## config.mk

```make
export PLATFORM = sky130hd
export DESIGN_NAME = irq_cause_unit
export DESIGN_NICKNAME = d
export VERILOG_FILES = /design/src/rtl/irq_cause_pkg.sv /design/src/rtl/irq_rise_detect.sv /design/src/rtl/irq_cause_bank.sv /design/src/rtl/irq_mask_reg.sv /design/src/rtl/irq_cause_unit.sv
export SDC_FILE = /design/constraint.sdc
export NUM_CORES = 1
export LEC_CHECK = 0
export BUFFER_PORTS_ARGS = -buffer_cell sky130_fd_sc_hd__buf_2
export CORE_ASPECT_RATIO = 1.1
export CORE_MARGIN = 2
export CORE_UTILIZATION = 46
export DETAILED_ROUTE_END_ITERATION = 10
export PLACE_DENSITY = 0.74
export SLEW_MARGIN = 25
export SYNTH_ARGS = -nofsm -noshare
export SYNTH_HDL_FRONTEND = slang
export SYNTH_SLANG_ARGS = --single-unit
export TNS_END_PERCENT = 10
```

## constraint.sdc

```tcl
create_clock -name clk -period 1.3 [get_ports clk]
set_clock_uncertainty 0.15 [all_clocks]
set_input_delay 0.26 -clock clk [delete_from_list [all_inputs] [get_ports clk]]
set_output_delay 0.26 -clock clk [all_outputs]
set_load 0.005 [all_outputs]
```

## src/rtl/irq_cause_pkg.sv

```systemverilog
// Shared definitions for the interrupt cause unit: the word select codes
// of the register port. Assumes a two-bit address.
package irq_cause_pkg;
    localparam int ADDR_W = 2;

    typedef enum logic [ADDR_W-1:0] {
        SEL_LEVEL = 2'd0,
        SEL_CAUSE = 2'd1,
        SEL_MASK  = 2'd2,
        SEL_RSVD  = 2'd3
    } word_sel_e;
endpackage

```

## src/rtl/irq_rise_detect.sv

```systemverilog
// Rising-edge detector for a vector of level signals. It keeps the previous
// sample of each line and flags the lines that read 0 before and 1 now.
// Assumes the inputs are synchronous to clk. During reset the history follows
// the inputs, so a line already high when reset ends gives no edge.
module irq_rise_detect #(
    parameter int W = 12
) (
    input  logic         clk,
    input  logic         rst_n,
    input  logic [W-1:0] level_i,
    output logic [W-1:0] rise_o
);
    logic [W-1:0] prev_q;

    // Keep the previous sample, loaded from the live lines in reset as well.
    always_ff @(posedge clk) begin
        if (!rst_n) prev_q <= level_i;
        else        prev_q <= level_i;
    end

    // An edge is a line that is high now and was low one cycle before.
    always_comb rise_o = level_i & ~prev_q;
endmodule

```

## src/rtl/irq_cause_bank.sv

```systemverilog
// Bank of latched cause bits, one per status line. A rising edge sets a
// bit and a clear request resets it. When both arrive in the same cycle,
// the set wins. Assumes the clear vector is already qualified by the write
// strobe.
module irq_cause_bank #(
    parameter int W = 12
) (
    input  logic         clk,
    input  logic         rst_n,
    input  logic [W-1:0] set_i,
    input  logic [W-1:0] clr_i,
    output logic [W-1:0] cause_o
);
    genvar i;
    generate
        for (i = 0; i < W; i++) begin : g_bit
            logic bit_q;

            // One cause flag: set has priority over clear.
            always_ff @(posedge clk) begin
                if (!rst_n)        bit_q <= 1'b0;
                else if (set_i[i]) bit_q <= 1'b1;
                else if (clr_i[i]) bit_q <= 1'b0;
            end

            assign cause_o[i] = bit_q;
        end
    endgenerate
endmodule

```

## src/rtl/irq_mask_reg.sv

```systemverilog
// Read/write enable mask for the cause bits. It loads the write data when
// the load strobe is high and resets to all zeros, which blocks everything.
module irq_mask_reg #(
    parameter int W = 12
) (
    input  logic         clk,
    input  logic         rst_n,
    input  logic         load_i,
    input  logic [W-1:0] data_i,
    output logic [W-1:0] mask_o
);
    logic [W-1:0] mask_q;

    // Hold the enable pattern until software rewrites it.
    always_ff @(posedge clk) begin
        if (!rst_n)      mask_q <= '0;
        else if (load_i) mask_q <= data_i;
    end

    assign mask_o = mask_q;
endmodule

```

## src/rtl/irq_cause_unit.sv

```systemverilog
// Interrupt cause unit for a serial controller. It latches causes on the
// rising edges of the status lines, gates them with a mask into one
// registered interrupt level, and offers the level, cause and mask words on
// a simple register port. Assumes status_i is synchronous to clk and that
// reads have no side effects.
module irq_cause_unit
    import irq_cause_pkg::*;
#(
    parameter int N_SRC = 12
) (
    input  logic              clk,
    input  logic              rst_n,
    input  logic [N_SRC-1:0]  status_i,
    input  logic [ADDR_W-1:0] reg_addr,
    input  logic              reg_wr,
    input  logic [N_SRC-1:0]  reg_wdata,
    output logic [N_SRC-1:0]  reg_rdata,
    output logic              irq_o
);
    logic [N_SRC-1:0] rise;
    logic [N_SRC-1:0] clr_req;
    logic [N_SRC-1:0] cause_q;
    logic [N_SRC-1:0] mask_q;
    logic             wr_cause;
    logic             wr_mask;
    logic             irq_q;

    // Decode the write strobes for the two writable words.
    always_comb begin
        wr_cause = reg_wr && (reg_addr == SEL_CAUSE);
        wr_mask  = reg_wr && (reg_addr == SEL_MASK);
        clr_req  = wr_cause ? reg_wdata : '0;
    end

    irq_rise_detect #(.W(N_SRC)) u_rise (
        .clk     (clk),
        .rst_n   (rst_n),
        .level_i (status_i),
        .rise_o  (rise)
    );

    irq_cause_bank #(.W(N_SRC)) u_cause (
        .clk     (clk),
        .rst_n   (rst_n),
        .set_i   (rise),
        .clr_i   (clr_req),
        .cause_o (cause_q)
    );

    irq_mask_reg #(.W(N_SRC)) u_mask (
        .clk    (clk),
        .rst_n  (rst_n),
        .load_i (wr_mask),
        .data_i (reg_wdata),
        .mask_o (mask_q)
    );

    // Register the OR of the enabled causes as the interrupt level.
    always_ff @(posedge clk) begin
        if (!rst_n) irq_q <= 1'b0;
        else        irq_q <= |(cause_q & mask_q);
    end

    assign irq_o = irq_q;

    // Select the read word; the reserved slot reads zero.
    always_comb begin
        case (reg_addr)
            SEL_LEVEL: reg_rdata = status_i;
            SEL_CAUSE: reg_rdata = cause_q;
            SEL_MASK:  reg_rdata = mask_q;
            default:   reg_rdata = '0;
        endcase
    end
endmodule

```

==> qor.yml, run 1 <==
synth_area_sq_um: 1550
cts.sinks: 37
die-height_microns: 64.8
switching_share: 0.253
routed-via-count: 1334
antenna_cells: 0
drtIter0Drc: 42
io_pins: 42
regToRegEndpoint: "irq_o$_SDFF_PN0_"
cp_cell_sequence: "mux2i_1, o21ai_1, buf_2"
finalCritPeriodShare: 1.11
p_leak_uw: 0.00102
rrSetupSlack_ps: 70
grt_pass1_vias: 1336
syn-instance-count: 152
wire_per_inst_microns: 14.2
path_max_fanout: 2
max_slew_margin: 0.791
reg2reg_from: "u_mask.mask_o[9]$_SDFFE_PN0P_"
yosys-top-cells-area: "dfxtp_1 48%, mux2i_1 16%, a21bo_1 6.5%"
cts_tree: "done"
grt_max_degree: 26
p_seq_frac: 0.573
crit_required_ps: 890
drcViolationCount: 0
nets: 250
die_w_microns: 59.3
critical-path-max-stage-delay_ps: 330
violations: "negative setup slack"
antenna_found_initial: 0
rsz0062_at_grt: "true"
gp_congestion: 0.817
pwr-share-comb: 0.162
clockBufferDepth: 2
ys_types: 22
internal-power_uw: 1610
grtUsageTotal: 0.215
fmax_mhz: 694
finalMaxSlewViolations: 0
syn_to_final_growth_pct: 34.8
clkPwrFrac: 0.266
totalWireLength_microns: 3680
power.net_switching_uw: 545
fin_area_sq_um: 2090
viasPerCell: 5.17
numCtsBuffers: 5
hold_viol_final: 0
slowest_stage: "dfxtp_2"
grt-ovfl-total: 0
layout_commonest_cell: "buf_2"
synth_fp_nets: 181
cts_root_buf: "clkbuf_4"
endpoint: "reg_rdata[11]"
grt_pass1_wl_microns: 6180
clk_latency_ps: 340
port_buffers: 41
worstHoldPathType: "in2reg"
start_util: 0.472
die_area_sq_um: 3850
synth_top_area_share: 0.479
endpoint_kind: "output pin"
path_clk_slew_ps: 110
worstSetupStartpoint: "u_mask.mask_o[11]$_SDFFE_PN0P_"
yosysWarnings: 0
power.density_nw_per_um2: 1030
core_sq_um: 3280
placed_area_sq_um: 1870
worst_pin_slew_ps: 313
drive_above_1_share: 0.396
syn_avg_cell_area_sq_um: 10.2
min_path_cells: 3
cts-htree-levels: 2
worst_slack_ps: -140
worstPathArrival_ps: 1030
yosysSeqAreaShare: 0.479
place_hpwl_microns: 2720
power_uw: 2150
firstDrtPassIters: 6
final_cell_mix: "41 x buf_2, 24 x mux2i_1, 24 x dfxtp_1"
num_rows: 22
synth_seq_cells: 37
cap_viol_max_count: 0
worstSetupStartpointType: "flip-flop"
yosys.area.top_type: "dfxtp_1"
finalSetupViolCount: 12
rr_worst_depth: 3
ir_drop_mv: 0.538
status: "complete, but fails checks"
final_antenna_net_count: 0
finalCriticalPeriod_ps: 1440
critical_path_class: "reg2out"
-- how the worst min path moves through the flow --
stage | start | to | slack, ps
finish | reg_wdata[5] | u_mask.mask_o[5]$_SDFFE_PN0P_ | 20
global route | status_i[5] | u_cause.g_bit[5].bit_q$_SDFFE_PN0P_ | 20
CTS | reg_wdata[5] | u_mask.mask_o[5]$_SDFFE_PN0P_ | 20
detailed placement | status_i[0] | u_rise.prev_q[0]$_DFF_P_ | 240
global placement | status_i[1] | u_rise.prev_q[1]$_DFF_P_ | 240
floorplan | status_i[0] | u_rise.prev_q[0]$_DFF_P_ | 140
-- per-stage QoR --
stage / TNS (ps) / hold slack (ps) / std cells / worst slack (ps) / utilization
after global routing: -2320 / 19.8 / 258 / -232 / 0.637
after floorplan: 0 / 138 / 152 / 0.485 / -
after CTS: -1560 / 17.6 / 258 / -163 / 0.634
after global placement: -2170 / 239 / 235 / -113 / 0.571
final: -1380 / 18.9 / 258 / -140 / 0.637
after detailed placement: -2700 / 243 / 235 / -149 / 0.571
-- area by class of cell --
cell class / count / area [sq um]
repair buffers: 70 / 465
flip-flops and latches: 37 / 757
clock buffers: 8 / 48.8
inverters: 1 / 3.75
well taps: 36 / 45.0
fillers: 278 / 1190
multi-input cells: 106 / 766
-- logic make-up after synthesis --
kind of cell,after synthesis,synth area share
AOI/OAI and AO/OA,43,0.213
buffers and inverters,9,0.0323
DFF,37,0.479
muxes,24,0.155
and+or+nand+nor,39,0.121
-- sequential cells by signal, summed over array words and instances, names as in the netlist --
name,flops
u_rise.prev_q,12
irq_o,1
u_mask.mask_o,12
u_cause.g_bit.bit_q,12
-- layer usage --
layer / GRT usage / routed length [microns] / vias up
met1: 0.286 / 1720 / 621
met4: 0.0824 / 31 / 0
met5: 0 / 0 / -
met2: 0.328 / 1710 / 39
li1: - / - / 670
met3: 0.0579 / 212 / 4
-- critical path, delay by kind of cell (launching register included) --
family / cells / cell delay [ps]
AOI/OAI and AO/OA: 1 / 80
DFF: 1 / 330
buffers and inverters: 1 / 120
muxes: 1 / 170
-- cell usage after synthesis, drive strengths merged --
master  number
a221oi       3
a21bo       12
mux2i       24
buf          5
and3b        1
nand2b      12
nor2        12
a31oi        1
dfxtp       37
clkbuf       3
inv          1
nand2       12
nor2b        1
nand3b       1
o21ai       12
a21oi       12
a22o         3
-- power groups by stage --
| stage | sequential (uW) | clock (uW) | combinational (uW) |
|---|---|---|---|
| after floorplan | 1240 | 0 | 173 |
| after global placement | 1250 | 0 | 299 |
| after detailed placement | 1250 | 0 | 309 |
| after CTS | 1230 | 586 | 348 |
| after global routing | 1240 | 644 | 382 |
| final | 1230 | 571 | 347 |
-- repair_timing --
item	in CTS	in global routing
hold buffers	12	0
buffers inserted	3	0
hold endpoints to repair	12	0
setup endpoints to repair	12	13
gates resized for setup	25	2
Power figures use the tool's default switching activity.
==> run 2: changes to the inputs <==
--- a/config.mk
+++ b/config.mk
@@ -6,7 +6,6 @@
 export NUM_CORES = 1
 export LEC_CHECK = 0
 export BUFFER_PORTS_ARGS = -buffer_cell sky130_fd_sc_hd__buf_2
-export CORE_ASPECT_RATIO = 1.1
 export CORE_MARGIN = 2
 export CORE_UTILIZATION = 46
 export DETAILED_ROUTE_END_ITERATION = 10
==> qor.yml, run 2 (synthesis gave the netlist of run 1 again) <==
cts-htree-levels: 2
min_path_cells: 3
routed-via-count: 1387
totalWireLength_microns: 3910
finalCritPeriodShare: 1.11
wire_per_inst_microns: 14.5
finalMaxSlewViolations: 0
die-height_microns: 62.0
syn_to_final_growth_pct: 37.2
worstHoldPathType: "in2reg"
io_pins: 42
viasPerCell: 5.16
cts.sinks: 37
slowest_stage: "dfxtp_1"
worst_pin_slew_ps: 225
path_max_fanout: 3
nets: 251
min_from: "reg_wdata[4]"
place_hpwl_microns: 2780
fmax_mhz: 694
status: "complete, but fails checks"
final_cell_mix: "41 x buf_2, 25 x dfxtp_1, 24 x mux2i_1"
start_util: 0.471
preCtsSetupSlack_ps: -134
max_slew_margin: 0.850
stdcell_count: 269
violations: "negative setup slack"
crit_required_ps: 890
path_clk_slew_ps: 110
num_rows: 21
die_area_sq_um: 3840
layout_commonest_cell: "buf_2"
cts_tree: "done"
port_buffers: 41
cap_viol_max_count: 0
worstPathArrival_ps: 1030
grt_max_degree: 26
rrSetupSlack_ps: 50
reg2reg_from: "u_mask.mask_o[8]$_SDFFE_PN0P_"
fill_cells: 292
cts_root_buf: "clkbuf_4"
final_antenna_net_count: 0
finalSetupViolCount: 12
fin_util: 0.646
clk_latency_ps: 330
hold_end: "u_mask.mask_o[4]$_SDFFE_PN0P_"
endpoint_kind: "output pin"
antenna_cells: 0
worstSetupStartpointType: "flip-flop"
multi_input_area_sq_um: 772
grtUsageTotal: 0.237
p_leak_uw: 0.00103
power.density_nw_per_um2: 1020
drcViolationCount: 0
grt-ovfl-total: 0
dp.cells: 241
area.sequential_sq_um: 756
firstDrtPassIters: 4
critical_path_class: "reg2out"
cp_cell_sequence: "nand2_1, o21ai_1, buf_2"
hold_slack_ps: 25.0
rr_worst_depth: 4
grt_pass1_wl_microns: 6580
finalCriticalPeriod_ps: 1440
numCtsBuffers: 5
gp_congestion: 0.863
worst_slack_ps: -140
ir_drop_mv: 0.545
drive_above_1_share: 0.399
drtIter0Drc: 53
core_sq_um: 3280
regToRegEndpoint: "irq_o$_SDFF_PN0_"
die_w_microns: 62.0
setup_tns_ps: -1460
rsz0062_at_grt: "true"
clockBufferDepth: 2
critical-path-max-stage-delay_ps: 390
hold_viol_final: 0
antenna_found_initial: 0
grt_pass1_vias: 1432
## run 2: cell types whose count changed in the layout (fill, tap and decap cells not counted), sizes merged
cell  before  now
buf       58   59
## run 2: layout make-up
type	instances	share of cell area
tap	46	0.0271
multi-input combinational	106	0.364
inverter	1	0.00177
clock buffer	8	0.0230
timing repair buffer	71	0.229
sequential	37	0.356
## run 2: report_power, final
part           switching [uW]  total [uW]  internal (uW)
combinational             161         359            197
sequential               34.6        1230           1200
clock                     359         575            216
## run 2: worst max path at each step
stage / startpoint / endpoint / cells past startpoint
6_report: u_cause.g_bit[7].bit_q$_SDFFE_PN0P_ / reg_rdata[7] / 3
5_1_grt: u_mask.mask_o[2]$_SDFFE_PN0P_ / reg_rdata[2] / 3
4_1_cts: u_mask.mask_o[10]$_SDFFE_PN0P_ / reg_rdata[10] / 3
3_5_place_dp: reg_addr[1] / reg_rdata[2] / 6
3_3_place_gp: reg_addr[1] / reg_rdata[7] / 6
2_1_floorplan: reg_addr[1] / reg_rdata[1] / 5
## run 2: what timing repair did
action	CTS	global route
gates resized for setup	21	2
endpoints found under the hold margin	12	0
hold buffers	12	0
gates cloned	0	0
setup buffers	8	0
endpoints found under the setup margin	12	13
## run 2: per-layer routing
layer  GRT usage  part of all wire  up-vias
li1            -                 -      676
met1       0.298              0.43      651
met2       0.382              0.49       50
met3      0.0683             0.060       10
met4      0.0912             0.018        0
met5           0                 0        -
## run 2: worst max-delay path: cells and delay by family (launching register included)
family | cells | cell delay, ps
DFF | 1 | 390
buffers and inverters | 1 | 140
and+or+nand+nor | 1 | 70
AOI/OAI and AO/OA | 1 | 100
## run 2: through the flow
step                      power [uW]  area [sq um]
after CTS                       2160          2120
after global placement          1540          1860
final                           2160          2120
after global routing            2270          2120
after detailed placement        1560          1860
after floorplan                 1410          1550
